[src/rtl/ddram_addr_ctr.sv]
module ddram_addr_ctr #(
  parameter int LINE_BITS = 3,
  parameter int COL_BITS  = 4,
  parameter int LINES     = 5,
  parameter int LINE_LEN  = 12
) (
  input  logic                          clk,
  input  logic                          rst_n,
  input  logic                          instr_we,
  input  logic [7:0]                    din,
  input  logic                          acc_stb,
  input  logic                          dir_inc,
  input  logic                          sleep,
  input  logic                          standby,
  output logic [LINE_BITS+COL_BITS-1:0] addr,
  output logic                          scan_int_en,
  output logic [1:0]                    key_fmt
);
  localparam int AW      = LINE_BITS + COL_BITS;
  localparam int LO_BITS = 5;
  localparam int HI_BITS = AW - LO_BITS;
  localparam logic [LINE_BITS-1:0] LAST_LINE = LINE_BITS'(LINES - 1);
  localparam logic [COL_BITS-1:0]  LAST_COL  = COL_BITS'(LINE_LEN - 1);
  localparam logic [AW-1:0]        LAST_ADDR = {LAST_LINE, LAST_COL};

  logic [LINE_BITS-1:0] line;
  logic [COL_BITS-1:0]  col;
  logic [AW-1:0]        nxt_inc, nxt_dec;
  logic                 set_ok, set_hi, set_lo;

  assign line   = addr[AW-1:COL_BITS];
  assign col    = addr[COL_BITS-1:0];
  assign set_ok = instr_we && !sleep && !standby;
  assign set_hi = set_ok && (din[7:5] == 3'b110);
  assign set_lo = set_ok && (din[7:5] == 3'b111);

  always_comb begin
    if (line > LAST_LINE || (line == LAST_LINE && col >= LAST_COL))
      nxt_inc = '0;
    else if (col >= LAST_COL)
      nxt_inc = {line + LINE_BITS'(1), COL_BITS'(0)};
    else
      nxt_inc = {line, col + COL_BITS'(1)};
  end

  always_comb begin
    if (line > LAST_LINE)
      nxt_dec = LAST_ADDR;
    else if (col > LAST_COL)
      nxt_dec = {line, LAST_COL};
    else if (col == '0)
      nxt_dec = (line == '0) ? LAST_ADDR : {line - LINE_BITS'(1), LAST_COL};
    else
      nxt_dec = {line, col - COL_BITS'(1)};
  end

  always_ff @(posedge clk) begin
    if (!rst_n) begin
      addr        <= '0;
      scan_int_en <= 1'b0;
      key_fmt     <= 2'b00;
    end else if (instr_we) begin
      if (set_hi) begin
        addr[AW-1:LO_BITS] <= din[HI_BITS-1:0];
        scan_int_en        <= din[4];
        key_fmt            <= din[3:2];
      end else if (set_lo) begin
        addr[LO_BITS-1:0] <= din[LO_BITS-1:0];
      end
    end else if (acc_stb) begin
      addr <= dir_inc ? nxt_inc : nxt_dec;
    end
  end
endmodule

[config.mk]
export PLATFORM = sky130hd
export DESIGN_NAME = ddram_addr_ctr
export DESIGN_NICKNAME = d
export VERILOG_FILES = /design/src/rtl/ddram_addr_ctr.sv
export SDC_FILE = /design/constraint.sdc
export NUM_CORES = 1
export LEC_CHECK = 0
export BUFFER_PORTS_ARGS = -buffer_cell sky130_fd_sc_hd__buf_2
export CAP_MARGIN = 5
export CORE_ASPECT_RATIO = 1.5
export CORE_UTILIZATION = 30
export CTS_CLUSTER_SIZE = 25
export DETAILED_ROUTE_END_ITERATION = 10
export GPL_ROUTABILITY_DRIVEN = 0
export HOLD_SLACK_MARGIN = 0.15
export SLEW_MARGIN = 5
export SYNTH_ARGS = -nofsm -noshare
export SYNTH_HDL_FRONTEND = slang
export SYNTH_SLANG_ARGS = --single-unit
[constraint.sdc]
create_clock -name clk -period 2.35 [get_ports clk]
set_clock_uncertainty 0.1 [all_clocks]
set_input_delay 0.1175 -clock clk [delete_from_list [all_inputs] [get_ports clk]]
set_output_delay 0.1175 -clock clk [all_outputs]
set_load 0.05 [all_outputs]
==> results of run 1 <==
==> metrics by stage <==
step                      std cells  utilization (%)
after detailed placement        151             35.5
after global routing            160             39.5
after floorplan                  96                -
after CTS                       160             39.5
after global placement          151             35.5
final                           160             39.5
==> logic make-up (layout without fill, tap and decap cells) <==
logic type / count (synthesis) / after routing / synth area share, %
multiplexers: 3 / 3 / 3.58
flip-flops: 10 / 10 / 23.8
AND/OR/NAND/NOR: 33 / 33 / 24.6
adder cells (fa/ha/maj): 5 / 5 / 7.45
buffers and inverters: 12 / 39 / 9.24
AO/OA/AOI/OAI: 32 / 32 / 30.3
XOR/XNOR: 1 / 1 / 1.04
==> report_power, final <==
group	switching (W)	internal [W]	leakage (nW)
registers	0.0000156	0.000179	0.0817
clock network	0.0000678	0.000147	0.0288
logic	0.0000950	0.0000670	0.352
==> routing by layer <==
layer  share of wire, %  global-route usage, %  routed length, um  up-vias
li1                   -                      -                  -      422
met1                 44                   16.7                875      393
met2                 52                   24.1               1040       21
met3                3.7                   4.88                 73        0
met4                  0                   2.27                  0        0
met5                  0                      0                  0        -
==> worst paths after layout <==
check,from,to,cells past startpoint
worst min-delay path,din[1],addr[1],3
worst max register to register,addr[0],addr[4],6
worst max-delay path,addr[0],addr[4],6
worst min register to register,key_fmt[1],key_fmt[1],2
==> sequential cells by signal (all words and copies together), names as in the netlist <==
register / count
addr: 7
key_fmt: 2
scan_int_en: 1
==> synth_stat cells (4+ instances only) <==
| cell type | instances |
|---|---|
| a31oi_1 | 6 |
| o21ai_0 | 5 |
| dfxtp_1 | 10 |
| nor2b_1 | 4 |
| ha_1 | 5 |
| a221oi_1 | 4 |
| and3_1 | 5 |
| nand2_1 | 5 |
| inv_1 | 6 |
==> critical path: cells and delay by family, from the launching register on <==
kind / cells / cell delay (ns)
fa+ha+maj: 1 / 0.17
buf+inv: 1 / 0.08
flops: 1 / 0.36
compound gates: 2 / 0.43
simple gates: 2 / 0.68
==> area by class of cell <==
| type | instances | share of cell area [%] |
|---|---|---|
| inverter | 6 | 2.13 |
| sequential | 10 | 19.0 |
| tap | 37 | 4.38 |
| clock buffer | 4 | 5.21 |
| timing repair buffer | 29 | 16.1 |
| multi-input combinational | 74 | 53.2 |
==> timing repair <==
action	in CTS	in global routing
endpoints found under the hold margin	8	0
hold buffers	5	0
gates resized for setup	0	0
==> run metrics, run 1 <==
outcome complete, no violations; footprint of the multi-input gates 562 sq um; number of buffers created by CTS 3; Final ANT Viol Nets 0; Layout Nets 144; IO Port Bufs 24; Syn Area/Cell 8.75 sq um; first-pass iteration count of the detailed router 4; # IOs 25; TritonCTS clock tree built; setup bufs post-CTS 0; vias per cell 5.23; Hold Violations, Final 0; die height 66.8 um; asr flop ratio synth 0%; fill count 278; vias in the first global route 741; total gr overflow 0; final max-slew violation count 0; Area Growth Syn to Fin 25.8%; Slew @ Worst Pin 0.456 ns; Synth area leader dfxtp_1; core area 2680 sq um; Placement Setup Slack 0.440 ns; Total GRT Usage 14.1%; Yosys reg bits 10; first-pass GRT wire length 3140 um; maximum buffer depth of the clock tree 2; RSZ-0062 raised after global routing no; Hold Slack 0.152 ns; initial antenna violation count 0; unique cell type count in the Yosys netlist 40; clock-pin slew on the worst setup and hold paths 0.05 ns; Critical Path AT 1.96 ns; setup TNS 0 ns; Rows 23; reg2reg setup slack 0.43 ns; most frequent cells in the layout buf_2, dfxtp_1, inv_1, a31oi_1; Yosys warnings 0; most frequent standard cell in the layout excluding fill and tap cells buf_2; layout cell share with drive strength beyond 1 31.7%; Area contributors post-synth dfxtp_1, ha_1, a31oi_1; relative max-transition margin 69.2%; DRC Markers 0; slowest stage delay, CP 0.43 ns; Worst EP required 2.38 ns; root buffer cell clkbuf_8; CP Capture Type flop; H-tree Lvls 1; post-route cell area 1060 sq um; die width 45.2 um; Worst-Skew Late Latency 0.24 ns; Mapped Cells 96; Slowest cell on crit path or3b_4; CP startpoint kind flop; min-delay worst type input port to flop; EDFF count, synth 0; PD cells 541 nW/um^2; crit-path cells inv_1 > ha_1 > or3b_4 > nor4_1 > o21ai_0 > a311oi_1; Mapped Area 840 sq um; sequential cell area 200 sq um; post-DP HPWL 1510 um; # setup viols final 0; WL/cell 12.4 um; largest net degree at the start of global routing 12; clock sink count 10; initial drt markers 10; Max-Cap Viols 0; die area 3020 sq um; drt total wl 1980 um; vias after detailed routing 836; ys flop type dfxtp_1; overall power 0.000572 W; leakage 0.462 nW; fin crit period 1.92 ns; Max rail drop VDD 0.288 mV; DP Area 951 sq um; top-area cell type share of the netlist area 23.8%; critical path fanouts, max 8; final setup margin 0.425 ns; Post-Syn Nets 116; Initial Util 31.4%; period utilization 81.9%; Crit Path Class flop to flop; sequential share of the synthesized area 23.8%; number of diodes 0; fmax 0.520 GHz
(Power assumes the default switching activity.)
==> run 2, diff against run 1 <==
==> constraint.sdc (replaced) <==
create_clock -name clk -period 1.6 [get_ports clk]
set_clock_uncertainty 0.1 [all_clocks]
set_input_delay 0.08 -clock clk [delete_from_list [all_inputs] [get_ports clk]]
set_output_delay 0.08 -clock clk [all_outputs]
set_load 0.05 [all_outputs]
==> run metrics, run 2 (synthesized netlist as in run 1, its figures left out) <==
final setup margin -0.152 ns (-0.578 ns); clock-pin slew on the worst setup and hold paths 0.06 ns (about the same); power share of the clock group 31.4% (-6.2 points); min-delay worst type input port to flop; slowest stage delay, CP 0.43 ns (about the same); Layout Nets 166 (+15%); die height 66.8 um (unchanged); vias in the first global route 854 (+15%); number of buffers created by CTS 3 (unchanged); drt total wl 2490 um (+25%); vias per cell 5.18 (-0.84%); outcome complete, but fails checks; root buffer cell clkbuf_8; # setup viols final 6 (+6); most frequent standard cell in the layout excluding fill and tap cells buf_2; WL/cell 13.7 um (+10%); clock sink count 10 (unchanged); Hold Slack 0.199 ns (+0.0479 ns); critical path fanouts, max 5 (-3); leakage 0.582 nW (+26%); number of diodes 0 (unchanged); most frequent cells in the layout buf_2, buf_4, a31oi_1, dfxtp_4, dlygate4sd3_1; Max rail drop VDD 0.337 mV (+17%); Sequential Power Share 30.8% (-3.2 points); layout cell share with drive strength beyond 1 57.9% (+26 points); vias after detailed routing 943 (+13%); largest net degree at the start of global routing 11 (-1); final max-slew violation count 0 (unchanged); Logic pwr share 37.8% (+9.5 points); CP delay by family, top compound AO/OA/AOI/OAI gates; initial antenna violation count 0 (unchanged); fmax 0.571 GHz (+9.8%); CP startpoint kind flop; maximum buffer depth of the clock tree 2 (unchanged); Final ANT Viol Nets 0 (unchanged); violated checks negative setup slack; Area Growth Syn to Fin 61.3%; H-tree Lvls 1 (unchanged); period utilization 110% (+28 points); IO Port Bufs 24 (unchanged); sw frac 35.0% (+3.8 points); Max-Cap Viols 0 (unchanged); Largest Register addr; first-pass iteration count of the detailed router 4 (unchanged); CP bufs+invs 1 (unchanged); total gr overflow 0 (unchanged); Slew @ Worst Pin 0.473 ns (+0.0174 ns); post-DP HPWL 1880 um (+25%); Worst EP required 1.68 ns (-0.70 ns); crit-path cells inv_2 > ha_4 > or3b_4 > a2111oi_4 > a221oi_2 > a211oi_2; PD cells 671 nW/um^2 (+24%); first-pass GRT wire length 3730 um (+19%); DRC Markers 0 (unchanged); die width 45.2 um (unchanged); biggest regs addr x7, key_fmt x2, scan_int_en x1; # IOs 25 (unchanged); CP Capture Type flop; Hold Violations, Final 0 (unchanged); Rows 23 (unchanged); switching power 0.000318 W (+78%); Slowest cell on crit path or3b_4; placed cell count 169 (+12%); TritonCTS clock tree built; Internal Power 0.000591 W (+50%); non-filler cells, final 182 (+14%); RSZ-0062 raised after global routing yes; fill count 259 (-6.8%); die area 3020 sq um (unchanged); core area 2680 sq um (unchanged); Critical Path AT 1.83 ns (-0.13 ns); relative max-transition margin 68.0% (-1.2 points); Worst-Skew Late Latency 0.25 ns (about the same); Crit Path Class flop to flop; Placement Setup Slack -0.143 ns (-0.582 ns); Total GRT Usage 17.3% (+3.2 points); fin crit period 1.75 ns (-0.172 ns); initial drt markers 22 (+12); max reg flops 7 (unchanged); Initial Util 31.4% (unchanged)
## run 2: metrics by stage
stage	util, %	area, sq um	TNS (ns)	power [W]
floorplan	-	882	-0.862	0.000482
global placement	42.2	1130	-0.506	0.000560
detailed placement	42.2	1130	-0.713	0.000567
CTS	48.0	1280	-0.473	0.000871
global route	50.6	1350	-0.863	0.000947
finish	50.6	1350	-0.511	0.000909
## run 2: layer usage
| metal | part of all wire (%) | vias up | track usage, % |
|---|---|---|---|
| met2 | 58 | 13 | 32.2 |
| met4 | 1.8 | 0 | 7.95 |
| li1 | - | 465 | - |
| met5 | 0 | - | 0 |
| met1 | 38 | 460 | 18.0 |
| met3 | 2.0 | 5 | 2.44 |
## run 2: worst register-to-register path, stage by stage (launching register included)
cell,delay [ns]
dfxtp_4,0.35
inv_2,0.06
ha_4,0.13
or3b_4,0.43
a2111oi_4,0.36
a221oi_2,0.07
a211oi_2,0.18
## run 2: worst paths after layout
path	depth (start not counted)	startpoint	slack [ns]	to
setup / recovery	6	addr[1]	-0.15	addr[6]
hold / removal	3	din[5]	0.20	addr[1]
setup reg to reg	6	addr[1]	-0.15	addr[6]
hold reg to reg	2	key_fmt[0]	0.39	key_fmt[0]
## run 2: cell type report
| cell class | instances | area (sq um) | share of cell area (%) |
|---|---|---|---|
| clock buffers | 3 | 41.3 | 3.05 |
| inverters | 6 | 22.5 | 1.66 |
| flip-flops and latches | 10 | 223 | 16.5 |
| clock inverters | 1 | 3.75 | 0.277 |
| well taps | 37 | 46.3 | 3.42 |
| repair buffers | 51 | 338 | 25.0 |
| multi-input cells | 74 | 679 | 50.2 |
## run 2: repair_timing
item | CTS | global route
endpoints found under the hold margin | 9 | 0
endpoints found under the setup margin | 6 | 7
gates resized for setup | 8 | 11
buffers inserted | 1 | 2
hold buffers | 6 | 0
pin swaps | 8 | 10
cloned | 0 | 0
## run 2: power groups by stage
stage	registers, W	logic, W	clock network, W
after global placement	0.000283	0.000277	0
after global routing	0.000283	0.000366	0.000298
after detailed placement	0.000284	0.000283	0
after floorplan	0.000326	0.000155	0
after CTS	0.000280	0.000313	0.000279
final	0.000280	0.000343	0.000285
==> run 3, diff against run 2 <==
--- a/config.mk
+++ b/config.mk
@@ -7,12 +7,10 @@
 export LEC_CHECK = 0
 export BUFFER_PORTS_ARGS = -buffer_cell sky130_fd_sc_hd__buf_2
 export CAP_MARGIN = 5
-export CORE_ASPECT_RATIO = 1.5
-export CORE_UTILIZATION = 30
-export CTS_CLUSTER_SIZE = 25
+export CORE_UTILIZATION = 45
 export DETAILED_ROUTE_END_ITERATION = 10
-export GPL_ROUTABILITY_DRIVEN = 0
 export HOLD_SLACK_MARGIN = 0.15
+export PLACE_DENSITY = 0.74
 export SLEW_MARGIN = 5
 export SYNTH_ARGS = -nofsm -noshare
 export SYNTH_HDL_FRONTEND = slang
==> run metrics, run 3 (synthesized netlist as in run 1, its figures left out) <==
outcome complete, but fails checks; violated checks negative setup slack; crit-path cells inv_2 > ha_4 > or3b_4 > a2111oi_4 > a221oi_2 > a211oi_2; PD cells 611 nW/um^2 (-9.0%); min-delay src din[5]; Initial Util 48.1% (+17 points); die area 2040 sq um (-32%); worst reg-to-reg path cell count 6 (unchanged); root buffer cell clkbuf_4; die width 45.2 um (unchanged); slowest stage delay, CP 0.43 ns (about the same); Hold Violations, Final 0 (unchanged); relative max-transition margin 70.2% (+2.2 points); worst r2r dst addr[6]; max reg flops 7 (unchanged); DRC Markers 0 (unchanged); Critical Path AT 1.84 ns (about the same); vias per cell 5.58 (+7.8%); maximum buffer depth of the clock tree 2 (unchanged); overall power 0.000792 W (-13%); CP startpoint kind flop; biggest regs addr x7, key_fmt x2, scan_int_en x1; power share of the clock group 21.8% (-9.6 points); Final ANT Viol Nets 0 (unchanged); Area Growth Syn to Fin 54.4%; sw frac 35.8% (+0.78 points); IO Port Bufs 24 (unchanged); final core occ 74.3% (+24 points); drt total wl 2410 um (-3.1%); layout cell share with drive strength beyond 1 56.2% (-1.8 points); WL/cell 14.1 um (+3.2%); reg2reg setup slack -0.15 ns (about the same); initial antenna violation count 0 (unchanged); Max-Cap Viols 0 (unchanged); Crit Path Class flop to flop; first-pass GRT wire length 3660 um (-2.0%); most frequent cells in the layout buf_2, buf_4, a31oi_1, dfxtp_4, dlygate4sd3_1; clock-pin slew on the worst setup and hold paths 0.06 ns (about the same); leakage 0.585 nW (+0.60%); CP Capture Type flop; RSZ-0062 raised after global routing yes; initial drt markers 23 (+4.5%); Logic pwr share 43.4% (+5.6 points); number of buffers created by CTS 3 (unchanged); final setup margin -0.150 ns (+0.00267 ns); Layout Nets 168 (+1.2%); r2r startpoint addr[1]; post-route cell area 1300 sq um (-4.3%); Worst-Skew Late Latency 0.27 ns (+0.02 ns); post-DP HPWL 1780 um (-5.6%); CP bufs+invs 1 (unchanged); DP Area 1130 sq um (unchanged); Internal Power 0.000508 W (-14%); die height 45.2 um (-32%); vias after detailed routing 955 (+1.3%); period utilization 109% (-0.17 points); WHS Path Cells 3 (unchanged); # IOs 25 (unchanged); Worst EP required 1.69 ns (about the same); number of diodes 0 (unchanged); hold endpoint addr[3]; most frequent standard cell in the layout excluding fill and tap cells buf_2; Total GRT Usage 25.5% (+8.3 points); Slew @ Worst Pin 0.441 ns (-0.0322 ns); Final Wtd Congestion 0.875; min-delay worst type input port to flop; H-tree Lvls 1 (unchanged); clock sink count 10 (unchanged); vias in the first global route 856 (+0.23%); # setup viols final 6 (unchanged); fin crit period 1.75 ns (-0.00267 ns); critical path fanouts, max 5 (unchanged); total gr overflow 0 (unchanged); Slowest cell on crit path or3b_4; first-pass iteration count of the detailed router 4 (unchanged); fmax 0.572 GHz (+0.15%); core area 1750 sq um (-35%); switching power 0.000283 W (-11%); Largest Register addr; final max-slew violation count 0 (unchanged); TritonCTS clock tree built; Rows 15 (-35%); largest net degree at the start of global routing 11 (unchanged); CP delay by family, top compound AO/OA/AOI/OAI gates; Max rail drop VDD 0.457 mV (+36%); Sequential Power Share 34.8% (+4.0 points)
-- run 3: cell types whose count changed in the layout (fill, tap and decap cells not counted), sizes merged --
cell    delta
clkinv     -1
buf        +2
-- run 3: how the worst max path moves through the flow --
stage / cells past startpoint / slack (ns) / to / from
6_report: 6 / -0.15 / addr[6] / addr[1]
3_5_place_dp: 6 / -0.17 / addr[4] / addr[1]
3_3_place_gp: 6 / -0.10 / addr[6] / addr[1]
4_1_cts: 6 / -0.14 / addr[6] / addr[1]
5_1_grt: 6 / -0.23 / addr[6] / addr[1]
2_1_floorplan: 7 / -0.18 / addr[6] / addr[1]
-- run 3: what timing repair did --
| action | in CTS | in global routing |
|---|---|---|
| resized for setup | 5 | 7 |
| endpoints found under the hold margin | 10 | 0 |
| pin swaps | 4 | 5 |
| hold buffers | 6 | 0 |
| setup buffers | 1 | 2 |
| setup endpoints to repair | 7 | 7 |
-- run 3: layer usage --
layer | routed length, um | global-route usage, % | part of all wire, %
met1 | 1020 | 28.2 | 42
met2 | 1220 | 44.1 | 51
met3 | 99 | 6.80 | 4.1
met4 | 77 | 13.9 | 3.2
met5 | 0 | 0 | 0
-- run 3: area by class of cell --
class / instances / area (sq um)
Clock buffer: 3 / 22.5
Fill cell: 134 / 449
Inverter: 6 / 22.5
Multi-Input combinational cell: 74 / 641
Sequential cell: 10 / 223
Tap cell: 25 / 31.3
Timing Repair Buffer: 53 / 357
-- run 3: power groups by stage --
| stage | Sequential [W] | Clock, W | Combinational (W) |
|---|---|---|---|
| 2_1_floorplan | 0.000326 | 0 | 0.000155 |
| 3_3_place_gp | 0.000280 | 0 | 0.000283 |
| 3_5_place_dp | 0.000281 | 0 | 0.000291 |
| 4_1_cts | 0.000276 | 0.000178 | 0.000318 |
| 5_1_grt | 0.000278 | 0.000194 | 0.000370 |
| 6_report | 0.000276 | 0.000172 | 0.000344 |
-- run 3: worst reg2reg max path, cell delays in order (launching register included) --
cell and delay [ns]:
dfxtp_4 0.35, inv_2 0.06, ha_4 0.14, or3b_4 0.44, a2111oi_4 0.33, a221oi_2 0.09
a211oi_2 0.17
-- run 3: per-stage QoR --
step	worst slack, ns	std cells	TNS (ns)	hold WS, ns
3_3_place_gp	-0.102	159	-0.419	0.233
3_5_place_dp	-0.166	159	-0.666	0.244
5_1_grt	-0.234	171	-1.02	0.192
2_1_floorplan	-0.185	96	-0.862	0.108
6_report	-0.150	171	-0.512	0.176
4_1_cts	-0.141	169	-0.623	0.155
